--- src/rtl/l2irq_pkg.sv ---
package l2irq_pkg;
  // Write strobes from register decode to the storage datapath.
  typedef struct packed {
    logic statClr;
    logic maskSet;
    logic maskClr;
  } wrStrobe_t;
endpackage

--- src/rtl/l2irq_ctrl.sv ---
module l2irq_ctrl
  import l2irq_pkg::*;
#(
  parameter int NUM_SRC = 32,
  parameter int DATA_W  = 32,
  parameter int ADDR_W  = 8,
  parameter bit LATCHED = 1'b1
) (
  input  logic               wrEn,
  input  logic [ADDR_W-1:0]  addr,
  input  logic [NUM_SRC-1:0] statusVec,
  input  logic [NUM_SRC-1:0] maskVec,
  output wrStrobe_t          strb,
  output logic [DATA_W-1:0]  rdData
);
  // Offsets shift with the variant; the level map has no clear register.
  localparam logic [ADDR_W-1:0] OFF_STATUS = ADDR_W'(0);
  localparam logic [ADDR_W-1:0] OFF_CLEAR  = ADDR_W'(8);
  localparam logic [ADDR_W-1:0] OFF_MASK   = ADDR_W'(LATCHED ? 12 : 4);
  localparam logic [ADDR_W-1:0] OFF_SET    = ADDR_W'(LATCHED ? 16 : 8);
  localparam logic [ADDR_W-1:0] OFF_UNSET  = ADDR_W'(LATCHED ? 20 : 12);

  always_comb begin
    strb.statClr = LATCHED && wrEn && (addr == OFF_CLEAR);
    strb.maskSet = wrEn && (addr == OFF_SET);
    strb.maskClr = wrEn && (addr == OFF_UNSET);
  end

  // Write-only and unmapped offsets read as zero.
  always_comb begin
    rdData = '0;
    if (addr == OFF_STATUS)    rdData = DATA_W'(statusVec);
    else if (addr == OFF_MASK) rdData = DATA_W'(maskVec);
  end
endmodule

--- src/rtl/l2irq_datapath.sv ---
module l2irq_datapath
  import l2irq_pkg::*;
#(
  parameter int NUM_SRC = 32,
  parameter bit LATCHED = 1'b1
) (
  input  logic               clk,
  input  logic               rstN,
  input  logic [NUM_SRC-1:0] srcIn,
  input  wrStrobe_t          strb,
  input  logic [NUM_SRC-1:0] wrBits,
  output logic [NUM_SRC-1:0] statusVec,
  output logic [NUM_SRC-1:0] maskVec,
  output logic               irqOut
);
  logic [NUM_SRC-1:0] maskQ;

  // Mask resets to all ones: every source disabled.
  always_ff @(posedge clk) begin
    if (!rstN)             maskQ <= '1;
    else if (strb.maskSet) maskQ <= maskQ | wrBits;
    else if (strb.maskClr) maskQ <= maskQ & ~wrBits;
  end

  generate
    if (LATCHED) begin : g_latched
      logic [NUM_SRC-1:0] prevQ;
      logic [NUM_SRC-1:0] statQ;
      logic [NUM_SRC-1:0] clrBits;
      logic [NUM_SRC-1:0] riseBits;
      assign clrBits  = strb.statClr ? wrBits : '0;
      assign riseBits = srcIn & ~prevQ;
      // A new edge is ORed in after the clear, so it survives a same-cycle clear.
      always_ff @(posedge clk) begin
        if (!rstN) begin
          prevQ <= '0;
          statQ <= '0;
        end else begin
          prevQ <= srcIn;
          statQ <= (statQ & ~clrBits) | riseBits;
        end
      end
      assign statusVec = statQ;
    end else begin : g_level
      logic unusedClr;
      assign unusedClr = strb.statClr;
      assign statusVec = srcIn;
    end
  endgenerate

  assign maskVec = maskQ;
  assign irqOut  = |(statusVec & ~maskQ);
endmodule

--- src/rtl/l2irq_agg.sv ---
module l2irq_agg
  import l2irq_pkg::*;
#(
  parameter int NUM_SRC = 32,
  parameter int DATA_W  = 32,
  parameter int ADDR_W  = 8,
  parameter bit LATCHED = 1'b1
) (
  input  logic               clk,
  input  logic               rstN,
  input  logic [NUM_SRC-1:0] srcIn,
  input  logic               wrEn,
  input  logic [ADDR_W-1:0]  addr,
  input  logic [DATA_W-1:0]  wrData,
  output logic [DATA_W-1:0]  rdData,
  output logic               irqOut
);
  wrStrobe_t          strb;
  logic [NUM_SRC-1:0] statusVec;
  logic [NUM_SRC-1:0] maskVec;

  l2irq_ctrl #(.NUM_SRC(NUM_SRC), .DATA_W(DATA_W), .ADDR_W(ADDR_W), .LATCHED(LATCHED)) u_ctrl (
    .wrEn(wrEn), .addr(addr), .statusVec(statusVec), .maskVec(maskVec),
    .strb(strb), .rdData(rdData)
  );

  l2irq_datapath #(.NUM_SRC(NUM_SRC), .LATCHED(LATCHED)) u_dp (
    .clk(clk), .rstN(rstN), .srcIn(srcIn), .strb(strb),
    .wrBits(wrData[NUM_SRC-1:0]), .statusVec(statusVec), .maskVec(maskVec),
    .irqOut(irqOut)
  );
endmodule

--- config.mk ---
export PLATFORM = sky130hd
export DESIGN_NAME = l2irq_agg
export DESIGN_NICKNAME = d
export VERILOG_FILES = /design/src/rtl/l2irq_pkg.sv /design/src/rtl/l2irq_ctrl.sv /design/src/rtl/l2irq_datapath.sv /design/src/rtl/l2irq_agg.sv
export SDC_FILE = /design/constraint.sdc
export NUM_CORES = 1
export LEC_CHECK = 0
export BUFFER_PORTS_ARGS = -buffer_cell sky130_fd_sc_hd__buf_4
export CORE_AREA = 2 2 99 101
export DETAILED_ROUTE_END_ITERATION = 7
export DIE_AREA = 0 0 101 103
export PLACE_DENSITY = 0.8
export SYNTH_ARGS = -nofsm -noshare
export SYNTH_HDL_FRONTEND = slang
export SYNTH_SLANG_ARGS = --single-unit
--- constraint.sdc ---
create_clock -name clk -period 2.2 [get_ports clk]
set_input_delay 0.11 -clock clk [delete_from_list [all_inputs] [get_ports clk]]
set_output_delay 0.11 -clock clk [all_outputs]
set_load 0.1 [all_outputs]
# Word-level counts from Yosys, hierarchy flattened
# Cells that the tools add are included.
# word_totals
reg_bits,96
out_inout_bits,33
in_bits,75
# op_classes
n_bitwise,10
n_eq_ne,4
reduce_logical,6
mux,5
# ops
operator,count
2-to-1 mux 32 bit,5
bitwise AND 32 bit,4
inverter 32 bit,4
bitwise OR 32 bit,2
OR reduction 32 bit,1
== test 8 x 4 -> 1 bit (second input constant),2
== test 8 x 5 -> 1 bit (second input constant),2
zero test 8 bit,1
logical AND 1 bit,3
nonzero test 2 bit,1

# Depth between registers and ports, before layout
# Gate-level depths: netlist (run 1).
# logic_depth
depth_word,6
depth_mapped,6

# Cells and area by module
# A second synthesis (run 1) with hierarchy kept.
# hier_totals
cells_unflattened,542
area_unflattened_um2,4480.5
# modules_own_cells
module,area_per_inst_um2,cells_each,instances,seq_area_each_um2
l2irq_datapath,3694.8,456,1,1921.8
l2irq_ctrl,785.8,86,1,0.0

# Worst setup path after synthesis (run 1)
# No wires, ideal clock.
# synth_timing
path_type,input to output
start,in addr[7]
end,out rdData[10]
slack_ps,73
n_path_buf,1
path_stages,4
required_ps,2090
t_arrival_ps,2017
cell_sequence,or4_4 -> nor4b_2 -> buf_2 -> a22o_1
# synth_between
elab_chain_cells,3
elab_cells_between_ends,4
classes_between,1 x eq/ne; 2 x mux; 1 x reduce/logical
# synth_rtl
element,line,text
from (decl),l2irq_agg.sv:13,"input logic [ADDR_W-1:0] addr,"
== test 8 x 4 -> 1 bit,l2irq_ctrl.sv:33,else if (addr == OFF_MASK) rdData = DATA_W'(maskVec);
2-to-1 mux 32 bit,l2irq_ctrl.sv:33,
2-to-1 mux 32 bit *,l2irq_ctrl.sv:32,if (addr == OFF_STATUS) rdData = DATA_W'(statusVec);
to (decl),l2irq_agg.sv:15,"output logic [DATA_W-1:0] rdData,"
# Mark *: on every way between the ends. The rest lies on a longest branch, timed or not.

# Worst setup path in the final report (run 1)
# layout_timing
start,in addr[7]
end,out rdData[2]
# The elaborated chain is that of the path after synthesis.

==> results of run 1 <==
## through the flow
stage,hold slack [ns],setup slack [ns],utilization,cell area (um2),total power (uW)
3_5_place_dp,0.325,0.200,0.529,5010,2230
2_1_floorplan,0.232,0.0730,-,4100,2050
5_1_grt,0.0600,0.192,0.589,5570,3780
3_3_place_gp,0.325,0.245,0.529,5010,2210
6_report,0.0547,0.224,0.589,5570,3630
4_1_cts,0.0516,0.237,0.589,5570,3650
## repair_timing
item | CTS | global route
hold buffers | 32 | 0
buffers inserted | 0 | 0
endpoints found under the hold margin | 32 | 0
## cells in the mapped netlist, types with 9 or more instances
master	instances
and3_1	32
o21ai_0	34
clkbuf_1	20
buf_2	9
o22ai_1	16
inv_1	64
dfxtp_1	96
a21boi_1	30
and2_1	32
nand2b_1	32
a21oi_1	32
a22o_1	32
o21ai_1	30
## final timing paths
| kind | to | slack (ns) | cells after the start |
|---|---|---|---|
| worst max-delay path | rdData[2] | 0.22 | 6 |
| worst min-delay path | flop | 0.05 | 3 |
| worst max register to register | flop | 1.45 | 2 |
| worst min register to register | u_dp.statusVec[4] | 0.49 | 2 |
## where the power goes
part / internal, uW / total, uW / leakage, uW / switching (uW)
clock: 787 / 1390 / 0.000124 / 606
combinational: 209 / 380 / 0.00171 / 171
sequential: 1810 / 1860 / 0.000793 / 42.6
## kinds of logic (layout without fill, tap and decap cells)
logic type | Yosys count | count (layout)
AOI/OAI and AO/OA | 176 | 176
buffers and inverters | 93 | 222
DFF | 96 | 96
and+or+nand+nor | 111 | 111
## critical path: cells and delay by family
| kind | cells | cell delay (ns) |
|---|---|---|
| AOI/OAI and AO/OA | 1 | 0.21 |
| buffers and inverters | 3 | 0.66 |
| and+or+nand+nor | 2 | 0.87 |
## metal layers
metal  track usage  wire length [um]  up-vias
met2         0.350              5280      121
li1              -                 -     1877
met1         0.281              4940     1739
met4        0.0759               197        0
met5             0                 0        -
met3        0.0366               671       14
## final cells by class
class	instances	area (um2)	share of cell area
Clock inverter	5	104	0.0186
Tap cell	114	143	0.0256
Inverter	64	240	0.0431
Sequential cell	96	1920	0.345
Clock buffer	11	141	0.0254
Multi-Input combinational cell	287	1840	0.330
Timing Repair Buffer	142	1180	0.212
==> results by group, run 1 <==
STA
  – Final Hold Viols: 0
  – Worst slew pin tran: 0.792 ns
  – Final min period: 1.98 ns
  – Peak Freq: 506 MHz
  – Tcrit/Tclk final: 0.898
  – Max-slew violations: 0
  – Setup violators final: 0
  – Clock skew: 0.00843 ns
  – Max_slew headroom: 0.472
  – Fin Setup TNS: 0 ns
  – RSZ-0062 raised after global routing: no

Die
  – Die area: 10400 um2
  – FP Rows: 36
  – Chip height: 103 um
  – Chip Width: 101 um
  – Starting density of the core: 0.434
  – Core region area: 9460 um2
  – I/O pin cnt: ~110

Clocking
  – H-tree depth: 3
  – CTS tree: yes
  – Worst skew pair latency: around 0.36 ns
  – Clock buffer count from CTS: 9
  – Sink Count: 96
  – Root buffer cell: clkbuf_8
  – Clk buf depth: 2
  – Clk pin slew, worst setup/hold paths: 0.10 ns
  – Post-CTS sizing: 0

Routing
  – Avg WL per Cell: 15.4 um
  – Final antenna-violating net count: 0
  – Vias post-DR: around 3800
  – Starting DRT DRC Count: 263
  – Via/cell ratio: 5.22
  – DR DRC count: 0
  – Drt first pass iters: 5
  – WL final: 11.1 mm

Place
  – Routability Congestion: 0.808
  – Placed Cells: 671
  – Post-DP HPWL: 7.31 mm
  – Port Buffers: 107

GRT
  – First-pass GRT wire length: 17.3 mm
  – Largest net degree at the start of global routing: 97
  – GRT Resource Usage Total: 0.212
  – Antenna violations before repair: 0
  – Number of global-route vias before repair: 3581
  – Gr ovfl total: 0

Synth
  – Mapped cell area: 4100 um2
  – Synth top area share: 0.468
  – YS warnings: 0
  – Synth area leaders: dfxtp_1, a22o_1, inv_1, a21boi_1, and2_1
  – Average cell area after synthesis: 8.62 um2
  – Sequential-to-total area share from yosys stat: 0.468
  – Syn nets: 551
  – Post-synth cell types: 24
  – Compound-Gate Fraction of Synth Area: 0.268
  – Synth Area in Simple Gates: 0.175
  – Post-Synthesis Cells: between 400 and 500
  – Post-synthesis adder-cell area fraction: 0
  – Ys async rst share: 0
  – Main combinational cell family by area after synthesis: compound AO/OA/AOI/OAI gates
  – Synth area leader: dfxtp_1
  – Post-synth EDFFs: 0
  – Mux contribution to synthesized area: 0
  – Seq cells post-synth: 96
  – Top FF cell, synth: dfxtp_1
  – XOR/XNOR Fraction of Synth Area: 0

Cells and area
  – Commonest non-fill, non-tap cell in the layout: buf_4
  – Fill cell total of the finished layout: 820
  – Fraction of layout instances using a drive strength above 1: 0.215
  – Ant diodes: 0
  – Commonest non-fill, non-tap cells in the layout: buf_4, dfxtp_1, inv_1
  – Post-Layout Cell Count: 719
  – Fin nets: 675
  – Area growth syn-to-layout: 35.8%

Power and ir drop
  – VDD IR max: 440 uV
  – Cell Pwr Density: 651 nW/um2
  – Pleak: 0.00263 uW

Worst setup path
  – Setup crit start: addr[7]
  – Worst Path Max Fanout: 32
  – Cells along the critical path: buf_4 -> or4_4 -> nor4b_4 -> buf_12 -> a22o_1 -> buf_4
  – CP Launch Type: input pin
  – CP arrival: between 1.5 and 2 ns
  – Crit path kind: in -> out
  – Crit. End Element: primary output
  – Crit path top cell by count: buf_4
  – CP peak stage delay: 0.58 ns
  – CP max stage cell: or4_4
  – Data required, critical path: 2.09 ns

Job
  – Max Cap Viol: 0

Status
  – Status: finished clean

Min path
  – HP Start: wrData[8]
  – Worst Hold Class: in -> reg
Power figures use the tool's default switching activity.
==> run 2: changes to the inputs <==
--- a/config.mk
+++ b/config.mk
@@ -9,7 +9,7 @@
 export CORE_AREA = 2 2 99 101
 export DETAILED_ROUTE_END_ITERATION = 7
 export DIE_AREA = 0 0 101 103
-export PLACE_DENSITY = 0.8
+export PLACE_DENSITY = 0.69
 export SYNTH_ARGS = -nofsm -noshare
 export SYNTH_HDL_FRONTEND = slang
 export SYNTH_SLANG_ARGS = --single-unit
==> run 2 against run 1 <==
Against the previous run:
- combinational power hardly changed
- worst setup slack worse by 0.0024 ns
- die area stayed put
- critical endpoint is now rdData[8]
- largest cell class unchanged
- highest routed layer unchanged
==> results by group, run 2 (synthesis results as in run 1) <==
Cells and area
  – Commonest non-fill, non-tap cells in the layout: buf_4, dfxtp_1, inv_1
  – Area growth syn-to-layout: 35.3%
  – Fraction of layout instances using a drive strength above 1: 0.215
  – Ant diodes: 0
  – Commonest non-fill, non-tap cell in the layout: buf_4
  – Fin nets: roughly 680

Worst setup path
  – CP Launch Type: input pin
  – Worst Path Max Fanout: 32
  – CP arrival: 1.87 ns
  – Crit path kind: in -> out
  – Crit. End Element: primary output
  – Data required, critical path: 2.09 ns

STA
  – Max-slew violations: 0
  – Worst slew pin tran: 0.796 ns
  – Tcrit/Tclk final: 0.899
  – Clock skew: 0.00845 ns
  – Peak Freq: 505 MHz
  – Final Hold Viols: 0
  – Hold slack: 0.0668 ns
  – Max_slew headroom: 0.470
  – Final min period: 1.98 ns
  – Fin Setup TNS: 0 ns
  – Setup violators final: 0
  – RSZ-0062 raised after global routing: no

Die
  – I/O pin cnt: 108
  – FP Rows: 36
  – Die area: around 10000 um2
  – Starting density of the core: 0.434
  – Chip height: 103 um
  – Chip Width: 101 um
  – Core region area: 9460 um2

Routing
  – Vias post-DR: 3729
  – Via/cell ratio: 5.19
  – Avg WL per Cell: 15.6 um
  – Starting DRT DRC Count: 204
  – DR DRC count: 0
  – WL final: between 10 and 15 mm
  – Drt first pass iters: 4
  – Final antenna-violating net count: 0

Clocking
  – Clock buffer count from CTS: 9
  – Clk buf depth: 2
  – Sink Count: 96
  – Setup Buffers After CTS: 0
  – Worst skew pair latency: 0.36 ns
  – Root buffer cell: clkbuf_8
  – CTS tree: yes
  – Clk pin slew, worst setup/hold paths: 0.10 ns
  – H-tree depth: 3

GRT
  – Number of global-route vias before repair: 3527
  – Largest net degree at the start of global routing: between 90 and 100
  – GRT Resource Usage Total: 0.213
  – Gr ovfl total: 0
  – First-pass GRT wire length: between 15 and 20 mm
  – Antenna violations before repair: 0

Place
  – Post-DP HPWL: between 7 and 8 mm
  – Routability Congestion: 0.759
  – Port Buffers: between 100 and 150

Power and ir drop
  – Cell Pwr Density: 633 nW/um2
  – Pleak: 0.00261 uW
  – VDD IR max: between 200 and 300 uV

Job
  – Max Cap Viol: 0

Status
  – Status: finished clean

Min path
  – Worst Hold Class: in -> reg
==> run 2: cell count changes in the layout (fill, tap and decap cells not counted) <==
cell | before | now
bufinv_16 | 3 | 2
clkinv_4 | 1 | 0
clkinvlp_4 | 0 | 2
==> run 2: where the power goes <==
group | total (uW) | switching, uW | internal, uW
clock | 1270 | 604 | 670
sequential | 1850 | 40.4 | 1810
combinational | 383 | 174 | 209
total | 3510 | 819 | 2690
==> run 2: layout make-up <==
| class | count | area (um2) |
|---|---|---|
| Multi-Input combinational cell | 287 | 1840 |
| Tap cell | 114 | 143 |
| Clock inverter | 5 | 80.1 |
| Timing Repair Buffer | 142 | 1180 |
| Sequential cell | 96 | 1920 |
| Inverter | 64 | 240 |
| Fill cell | 860 | 3910 |
| Clock buffer | 11 | 141 |
==> run 2: metrics by stage <==
stage                     total power, uW  setup slack (ns)  std cells  area, um2   util
final                                3510             0.221        719       5550  0.587
after global routing                 3660             0.188        719       5550  0.587
after CTS                            3540             0.224        719       5550  0.587
after detailed placement             2230             0.201        671       5010  0.529
after global placement               2220             0.218        671       5010  0.529
after floorplan                      2050            0.0730        476       4100      -
==> run 2: worst max-delay path, cell delays in order <==
cell and delay, ns:
buf_4 0.12, or4_4 0.57, nor4_4 0.30, buf_12 0.24
a22o_1 0.21, buf_4 0.30
==> run 2: worst paths after layout <==
path,cells after the start,slack [ns],from,end
hold / removal,3,0.07,wrData[31],flop
hold reg to reg,2,0.49,u_dp.g_latched.prevQ[13],u_dp.statusVec[13]
setup / recovery,6,0.22,addr[7],rdData[8]
setup reg to reg,2,1.47,flop,flop
==> run 2: what timing repair did <==
action                    4_1_cts  5_1_grt
hold buffers                   32        0
hold endpoints to repair       33        0
gates resized for setup         0        0
==> run 2: layer usage <==
metal	routed length (um)	track usage	share of wire	vias to the layer above
met4	265	0.0925	0.024	0
met5	0	0	0	-
met3	459	0.0339	0.041	22
met2	5430	0.357	0.49	97
met1	5030	0.274	0.45	1739
li1	-	-	-	1871
